`src/rtl/pbm_pkg.sv`:
```
`timescale 1ns/1ps
package pbm_pkg;
  localparam int NCNT = 5;
  localparam int STEPW = 2;

  localparam int unsigned COST_LOADUSE = 1;
  localparam int unsigned COST_MISPRED = 2;
  localparam int unsigned COST_RETURN  = 3;

  typedef enum logic [2:0] {
    SEL_CYCLES  = 3'd0,
    SEL_RETIRED = 3'd1,
    SEL_LOADUSE = 3'd2,
    SEL_MISPRED = 3'd3,
    SEL_RETURN  = 3'd4,
    SEL_BUBBLES = 3'd5
  } sel_e;

  function automatic int unsigned step_cost(input int idx);
    case (idx)
      2:       return COST_LOADUSE;
      3:       return COST_MISPRED;
      4:       return COST_RETURN;
      default: return 1;
    endcase
  endfunction
endpackage

```
`src/rtl/pbm_sat_counter.sv`:
```
`timescale 1ns/1ps
module pbm_sat_counter #(
  parameter int W  = 32,
  parameter int SW = 2
) (
  input  logic          clk,
  input  logic          rst,
  input  logic          clr,
  input  logic          en,
  input  logic [SW-1:0] step,
  output logic [W-1:0]  q
);
  localparam int PADW = W + 1 - SW;

  logic [W:0] sum;
  assign sum = {1'b0, q} + {{PADW{1'b0}}, step};

  always_ff @(posedge clk) begin
    if (rst || clr) begin
      q <= '0;
    end else if (en && (step != '0)) begin
      q <= sum[W] ? '1 : sum[W-1:0];
    end
  end
endmodule

```
`src/rtl/pbm_audit.sv`:
```
`timescale 1ns/1ps
module pbm_audit #(
  parameter int W = 32
) (
  input  logic         clk,
  input  logic         rst,
  input  logic         clr,
  input  logic         audit,
  input  logic [W-1:0] cyc,
  input  logic [W-1:0] ins,
  input  logic [W-1:0] lu,
  input  logic [W-1:0] mp,
  input  logic [W-1:0] rt,
  output logic [W-1:0] bub_total,
  output logic         mismatch
);
  localparam int BW = W + 2;
  localparam int TW = W + 3;

  logic [BW-1:0] bub_full;
  logic [TW-1:0] want;
  logic [TW-1:0] have;

  assign bub_full  = {2'b00, lu} + {2'b00, mp} + {2'b00, rt};
  assign want      = {3'b000, ins} + {1'b0, bub_full};
  assign have      = {3'b000, cyc};
  assign bub_total = (|bub_full[BW-1:W]) ? '1 : bub_full[W-1:0];

  always_ff @(posedge clk) begin
    if (rst || clr) begin
      mismatch <= 1'b0;
    end else if (audit) begin
      mismatch <= (have != want);
    end
  end
endmodule

```
`src/rtl/pbm_rdport.sv`:
```
`timescale 1ns/1ps
module pbm_rdport #(
  parameter int W = 32,
  parameter int N = 5
) (
  input  logic         clk,
  input  logic         rst,
  input  logic [2:0]   addr,
  input  logic [W-1:0] cnt [N],
  input  logic [W-1:0] bub_total,
  output logic [W-1:0] rd_data
);
  import pbm_pkg::*;

  logic [W-1:0] nxt;

  always_comb begin
    nxt = '0;
    for (int i = 0; i < N; i++) begin
      if (addr == 3'(i)) nxt = cnt[i];
    end
    if (addr == SEL_BUBBLES) nxt = bub_total;
  end

  always_ff @(posedge clk) begin
    if (rst) rd_data <= '0;
    else     rd_data <= nxt;
  end
endmodule

```
`src/rtl/perf_bubble_meter.sv`:
```
`timescale 1ns/1ps
module perf_bubble_meter #(
  parameter int W = 32
) (
  input  logic         clk,
  input  logic         rst,
  input  logic         clr,
  input  logic         en,
  input  logic         ev_retire,
  input  logic         ev_loaduse,
  input  logic         ev_mispredict,
  input  logic         ev_return,
  input  logic         audit,
  input  logic [2:0]   rd_addr,
  output logic [W-1:0] rd_data,
  output logic         mismatch
);
  import pbm_pkg::*;

  logic [NCNT-1:0]  hit;
  logic [STEPW-1:0] step    [NCNT];
  logic [W-1:0]     cnt_val [NCNT];
  logic [W-1:0]     bub_total;

  // index order: cycles, retired, load-use, mispredict, return
  assign hit = {ev_return, ev_mispredict, ev_loaduse, ev_retire, 1'b1};

  for (genvar g = 0; g < NCNT; g++) begin : g_cnt
    assign step[g] = hit[g] ? STEPW'(step_cost(g)) : '0;

    pbm_sat_counter #(.W(W), .SW(STEPW)) u_cnt (
      .clk  (clk),
      .rst  (rst),
      .clr  (clr),
      .en   (en),
      .step (step[g]),
      .q    (cnt_val[g])
    );
  end

  pbm_audit #(.W(W)) u_audit (
    .clk       (clk),
    .rst       (rst),
    .clr       (clr),
    .audit     (audit),
    .cyc       (cnt_val[0]),
    .ins       (cnt_val[1]),
    .lu        (cnt_val[2]),
    .mp        (cnt_val[3]),
    .rt        (cnt_val[4]),
    .bub_total (bub_total),
    .mismatch  (mismatch)
  );

  pbm_rdport #(.W(W), .N(NCNT)) u_rd (
    .clk       (clk),
    .rst       (rst),
    .addr      (rd_addr),
    .cnt       (cnt_val),
    .bub_total (bub_total),
    .rd_data   (rd_data)
  );
endmodule

```
`config.mk`:
```
export PLATFORM = sky130hd
export DESIGN_NAME = perf_bubble_meter
export DESIGN_NICKNAME = d
export VERILOG_FILES = /design/src/rtl/pbm_pkg.sv /design/src/rtl/pbm_sat_counter.sv /design/src/rtl/pbm_audit.sv /design/src/rtl/pbm_rdport.sv /design/src/rtl/perf_bubble_meter.sv
export SDC_FILE = /design/constraint.sdc
export NUM_CORES = 1
export LEC_CHECK = 0
export BUFFER_PORTS_ARGS = -buffer_cell sky130_fd_sc_hd__clkbuf_2
export CORE_MARGIN = 1
export CORE_UTILIZATION = 55
export DETAILED_ROUTE_END_ITERATION = 10
export PLACE_DENSITY = 0.77
export SLEW_MARGIN = 10
export SYNTH_ARGS = -nofsm -noshare
export SYNTH_HDL_FRONTEND = slang
export SYNTH_HIERARCHICAL = 1
export SYNTH_SLANG_ARGS = --single-unit
export TNS_END_PERCENT = 100
```
`constraint.sdc`:
```
create_clock -name clk -period 12.5 [get_ports clk]
set_clock_uncertainty 0.15 [all_clocks]
set_input_delay 1.875 -clock clk [delete_from_list [all_inputs] [get_ports clk]]
set_output_delay 1.875 -clock clk [all_outputs]
set_load 0.02 [all_outputs]
```
==> qor.csv, run 1 <==
metric;value;unit
grt_pass1_wl;76600;um
cts_tree;built;
p_switching;0.000329;W
setup.worst_path.start_class;flip-flop;
drive_gt1_share;13.1;%
period_needed;7.87;ns
status;finished clean;
pwr-share-seq;47.8;%
numClockSinks;193;
hold_path_depth;2;
antenna_found_initial;0;
synth_top_flop_cell;dfxtp_1;
gp_congestion;0.974;
die_height;177;um
fmax;127;MHz
grt_pass1_vias;14600;
slowest_delay;0.57;ns
netSwitchingFraction;25.3;%
cts_hold_buf;0;
start_util;56.2;%
clkPwrFrac;45.9;%
maxCapViolCount;0;
synth_cells;2038;
cts_buffer_depth;2;
avgRoutedWirePerCell;19.8;um
ys_warn_count;6;
n_fill_cell;2690;
r2r_slack;4.63;ns
diodes;0;
dieWidth;177;um
viasPerCell;6.39;
r2r_end;u_audit/mismatch;
htree_levels;4;
port_buffers;44;
hold_path_class;flip-flop to flip-flop;
endpoint_kind;flip-flop;
seqCellArea;3860;sq um
path_buf_inv;1;
avgSynthCellArea;8.22;sq um
post_cts_buffers;0;
arrival;8.07;ns
reg2reg_depth;33;
cts_buffers;17;
nets;2172;
synth_top_cell_by_area;dfxtp_1;
multi_input_comb_area;12300;sq um
postRouteAntennaNets;0;
ys_ff_latch;193;
firstDrtPassIters;5;
ir_drop;0.101;mV
core;29800;sq um
setup_tns;0;ns
rows;63;
critPathTopFamily;compound AO/OA/AOI/OAI gates;
period_share;63.0;%
setup_viol;0;
slowest_stage;or4_4;
slew_headroom;27.0;%
die_area;31200;sq um
drc;0;
rsz0062_at_grt;no;
p_per_area;73.3;nW/um^2
grt_max_degree;63;
grt.total_usage;31.1;%
synth_top_cells_by_count;dfxtp_1 (193), a21oi_1 (173), nand2_1 (137);
finalHoldViolCount;0;
async_flop_share;0;%
grt_overflow_total;0;
synth_edf_count;0;
vias;15600;
r2r_start;g_cnt[2].u_cnt/q[0];
post-synth-top-count-cell;dfxtp_1;
hp-start;g_cnt[1].u_cnt/q[0];
post_cts_resized;0;
critical_path_required;12.69;ns
clock_latency;0.46;ns
dp_hpwl;37300;um
cts_root_buf;clkbuf_16;
cp_max_fo;6;
io_pins;45;
clkTransAtPathRegs;0.08;ns
criticalPathCategory;flip-flop to flip-flop;
comb_power_share;6.3;%
fin_util;59.6;%
netlist_top_cells_area;dfxtp_1 (23%), ha_1 (7.9%), xnor2_1 (6.6%), a21oi_1 (5.2%), xor2_1 (4.8%);
yosysSeqAreaShare;23.1;%
synth_top_area_share;23.1;%
netlist_area;16800;sq um
synth_cell_types;92;
tightestPinTransition;1.09;ns
drt-initial-drc-count;1488;
finalMaxSlewViolations;0;
syn2layout_area_growth;5.97;%
holdPathEnd;g_cnt[1].u_cnt/q[0];
power.static_leakage;6.93;nW
p_int;0.000972;W
wl;48500;um
## worst max-delay path by stage
stage | cells after the start | from | endpoint
after floorplan | 32 | g_cnt[2].u_cnt/q[6] | u_audit/mismatch
after global placement | 32 | g_cnt[2].u_cnt/q[6] | u_audit/mismatch
after detailed placement | 33 | g_cnt[2].u_cnt/q[0] | u_audit/mismatch
after CTS | 33 | g_cnt[2].u_cnt/q[0] | u_audit/mismatch
after global routing | 32 | g_cnt[2].u_cnt/q[6] | u_audit/mismatch
final | 33 | g_cnt[2].u_cnt/q[0] | u_audit/mismatch
## power by group through the flow
stage / Combinational (W) / Sequential (W) / Clock (W)
after floorplan: 0.0000565 / 0.000640 / 0
after global placement: 0.0000783 / 0.000636 / 0
after detailed placement: 0.0000801 / 0.000637 / 0
after CTS: 0.0000804 / 0.000622 / 0.000605
after global routing: 0.0000885 / 0.000623 / 0.000631
final: 0.0000817 / 0.000622 / 0.000597
## layer usage
metal / GRT usage (%) / part of all wire [%]
met5: 0 / 0
met4: 12.7 / 3.9
met3: 4.39 / 6.8
met2: 50.2 / 45
met1: 41.4 / 44
## worst min-delay path, cell delays in order, from the launching register on
cell and delay, ns:
dfxtp_1 0.35, nand2_1 0.07, a31oi_1 0.07
## cells in the final DEF (no fill, tap or decap), types with 17 or more instances in the layout
cell and count:
mux2_2 39, xnor2_1 127, conb_1 23, o211ai_1 17, clkbuf_16 17, nor4_1 26
a21oi_1 173, nor2_1 117, a31oi_1 30, nand2_1 137, clkbuf_2 43, o21ai_0 99
a211oi_1 26, dfxtp_1 193, xor2_1 92, and4_1 23, a21o_1 31, ha_1 106
mux2i_1 50, nor3_1 43, nand2b_1 50, a21oi_2 62, nand4_1 65, and3_1 35
nand3_1 84, inv_1 56, o21a_1 25
## state kept, by name, indices dropped and copies added, names as in the netlist
name              count
g_cnt.u_cnt/q       160
u_rd/rd_data         32
u_audit/mismatch      1
## logic make-up after synthesis
logic type | count (synthesis) | share of synthesized area, %
buf+inv | 144 | 4.30
flops | 193 | 23.1
mux | 89 | 5.61
other cells | 2 | 0.0448
compound gates | 589 | 24.0
fa+ha+maj | 114 | 8.87
xor+xnor | 219 | 11.4
simple gates | 688 | 22.7
## stage by stage
step / total power (W) / setup slack (ns) / instances / area, sq um / hold slack, ns
finish: 0.00130 / 4.63 / 2449 / 17800 / 0.389
detailed placement: 0.000717 / 4.86 / 2417 / 17100 / 0.374
global route: 0.00134 / 4.23 / 2449 / 17800 / 0.417
global placement: 0.000715 / 5.12 / 2417 / 17100 / 0.355
floorplan: 0.000696 / 5.97 / 2059 / 16800 / 0.338
CTS: 0.00131 / 4.82 / 2449 / 17800 / 0.386
## cell type report
type	count	share of cell area, %
multi-input combinational	1722	69.0
sequential	193	21.8
tap	390	2.75
clock buffer	18	2.47
timing repair buffer	56	1.76
inverter	56	1.18
clock inverter	14	1.07
No activity file was read; power rests on OpenSTA's default activity.
==> run 2: changes to the inputs <==
==> constraint.sdc (replaced) <==
create_clock -name clk -period 7.9 [get_ports clk]
set_clock_uncertainty 0.15 [all_clocks]
set_input_delay 1.185 -clock clk [delete_from_list [all_inputs] [get_ports clk]]
set_output_delay 1.185 -clock clk [all_outputs]
set_load 0.02 [all_outputs]
==> run 2 against run 1 <==
Net effect: flip-flop and latch count is the same; sequential power grew 58%; clock power grew 46%; setup slack lost 4.1 ns; global-route usage shrank 0.31 points; sequential share of layout area is essentially flat; final area shrank 0.18%; total power grew 52%; largest cell class unchanged; highest routed layer is now met5.
==> qor.csv, run 2 (synthesis results as in run 1) <==
metric;value;unit;change
instances_no_fill;2451;;+0.082%
grt.total_usage;30.8;%;-0.31 points
dp_hpwl;37500;um;+0.38%
grt_pass1_vias;14700;;+0.73%
post_cts_buffers;0;;unchanged
critPathCapture;u_audit/mismatch;;
critPathTopFamily;compound AO/OA/AOI/OAI gates;;
clkTransAtPathRegs;0.07;ns;about the same
vias;15600;;-0.077%
r2r_slack;0.52;ns;-4.11 ns
drc;0;;unchanged
dp.cells;2419;;+0.083%
period_share;93.4;%;+30 points
routed-wl-met3;3000;um;-8.9%
comb_power_share;6.4;%;about the same
largest_reg_flops;160;;unchanged
top_layer;met5;;
top_register;g_cnt.u_cnt/q;;
syn2layout_area_growth;5.79;%;
slew_headroom;27.0;%;about the same
largestRegisters;g_cnt.u_cnt/q (160), u_rd/rd_data (32), u_audit/mismatch (1);;
wl;48100;um;-0.69%
nets;2174;;+0.092%
numClockSinks;193;;unchanged
grt_overflow_total;0;;unchanged
slowest_stage;or4_4;;
diodes;0;;unchanged
period_needed;7.38;ns;-0.494 ns
maxCapViolCount;0;;unchanged
slowest_delay;0.56;ns;about the same
cts_buffer_depth;2;;unchanged
status;finished clean;;
worstSetupPathDepth;33;;unchanged
port_buffers;44;;unchanged
grt_pass1_wl;75700;um;-1.1%
endpoint_kind;flip-flop;;
ir_drop;0.156;mV;+54%
setup_viol;0;;unchanged
wirelength_met1;21000;um;-1.5%
netSwitchingFraction;26.1;%;+0.82 points
finalHoldViolCount;0;;unchanged
cts_tree;built;;
htree_levels;4;;unchanged
power;0.00198;W;+52%
start_util;56.2;%;unchanged
avgRoutedWirePerCell;19.6;um;-0.77%
viasPerCell;6.38;;-0.16%
clock_latency;0.46;ns;about the same
setup.worst_path.start_class;flip-flop;;
gp_congestion;0.968;;-0.63%
arrival;7.56;ns;-0.51 ns
startpoint;g_cnt[3].u_cnt/q[1];;
hold_path_class;flip-flop to flip-flop;;
antenna_found_initial;1;;+1
cp_max_fo;6;;unchanged
criticalPathCategory;flip-flop to flip-flop;;
core;29800;sq um;unchanged
cts_buffers;17;;unchanged
n_fill_cell;2662;;-1.0%
dieWidth;177;um;unchanged
io_pins;45;;unchanged
power.static_leakage;6.90;nW;-0.41%
fin_util;59.5;%;-0.10 points
cts_hold_buf;0;;unchanged
p_switching;0.000518;W;+57%
drt-initial-drc-count;1520;;+2.2%
die_height;177;um;unchanged
p_per_area;112;nW/um^2;+53%
drive_gt1_share;13.2;%;+0.13 points
dr_wl_met2;22500;um;+2.7%
clkPwrFrac;43.9;%;-2.0 points
r2r_start;g_cnt[3].u_cnt/q[1];;
reg2reg_depth;33;;unchanged
p_int;0.00146;W;+51%
critical_path_required;8.09;ns;-4.60 ns
postRouteAntennaNets;0;;unchanged
cts_root_buf;clkbuf_16;;
die_area;31200;sq um;unchanged
r2r_end;u_audit/mismatch;;
grt_max_degree;70;;+11%
rows;63;;unchanged
rsz0062_at_grt;no;;
tightestPinTransition;1.09;ns;-0.000177 ns
layout_common_cells;dfxtp_1 (193), a21oi_1 (172), nand2_1 (137), xnor2_1 (127), nor2_1 (117);;
firstDrtPassIters;5;;unchanged
pwr-share-seq;49.7;%;+1.9 points
final_common_cell;dfxtp_1;;
finalMaxSlewViolations;0;;unchanged
fmax;136;MHz;+6.7%
setup_tns;0;ns;unchanged
path_buf_inv;1;;unchanged
[run 2: power by group through the flow]
stage / sequential (W) / clock (W) / combinational (W)
2_1_floorplan: 0.00101 / 0 / 0.0000894
3_3_place_gp: 0.00101 / 0 / 0.000122
3_5_place_dp: 0.00101 / 0 / 0.000125
4_1_cts: 0.000985 / 0.000882 / 0.000125
5_1_grt: 0.000986 / 0.000917 / 0.000137
6_report: 0.000985 / 0.000870 / 0.000127
[run 2: layer usage]
layer / vias up / GRT usage [%]
met5: - / 0
met4: 2 / 13.1
met3: 92 / 3.88
li1: 7513 / -
met1: 7496 / 40.0
met2: 533 / 51.0
[run 2: cell type report]
cell class | instances | area (sq um) | area share [%]
multi-input cells | 1722 | 12300 | 69.2
well taps | 390 | 488 | 2.75
repair buffers | 58 | 328 | 1.85
clock inverters | 14 | 145 | 0.819
inverters | 56 | 210 | 1.19
clock buffers | 18 | 429 | 2.42
flip-flops and latches | 193 | 3860 | 21.8
[run 2: tightest hold or removal path: cells and delay by family, from the launching register on]
kind             cells  cell delay (ns)
flip-flops           1             0.34
AO/OA/AOI/OAI        1             0.07
AND/OR/NAND/NOR      1             0.06
[run 2: repair_timing]
action | 4_1_cts | 5_1_grt
hold endpoints to repair | 0 | 0
resized for setup | 0 | 3
endpoints found under the setup margin | 0 | 1
[run 2: how the worst min path moves through the flow]
stage / from / end / cells past startpoint
detailed placement: g_cnt[2].u_cnt/q[0] / g_cnt[2].u_cnt/q[0] / 2
global placement: g_cnt[3].u_cnt/q[0] / g_cnt[3].u_cnt/q[0] / 2
CTS: g_cnt[2].u_cnt/q[0] / g_cnt[2].u_cnt/q[0] / 2
global route: g_cnt[2].u_cnt/q[0] / g_cnt[2].u_cnt/q[0] / 2
floorplan: g_cnt[3].u_cnt/q[0] / g_cnt[3].u_cnt/q[0] / 2
finish: g_cnt[2].u_cnt/q[0] / g_cnt[2].u_cnt/q[0] / 2
[run 2: metrics by stage]
stage                     hold WS (ns)  area (sq um)  worst slack, ns
final                            0.373         17700            0.522
after floorplan                  0.338         16800             1.37
after CTS                        0.376         17700            0.405
after detailed placement         0.362         17100            0.445
after global placement           0.353         17100            0.576
after global routing             0.414         17700           0.0155
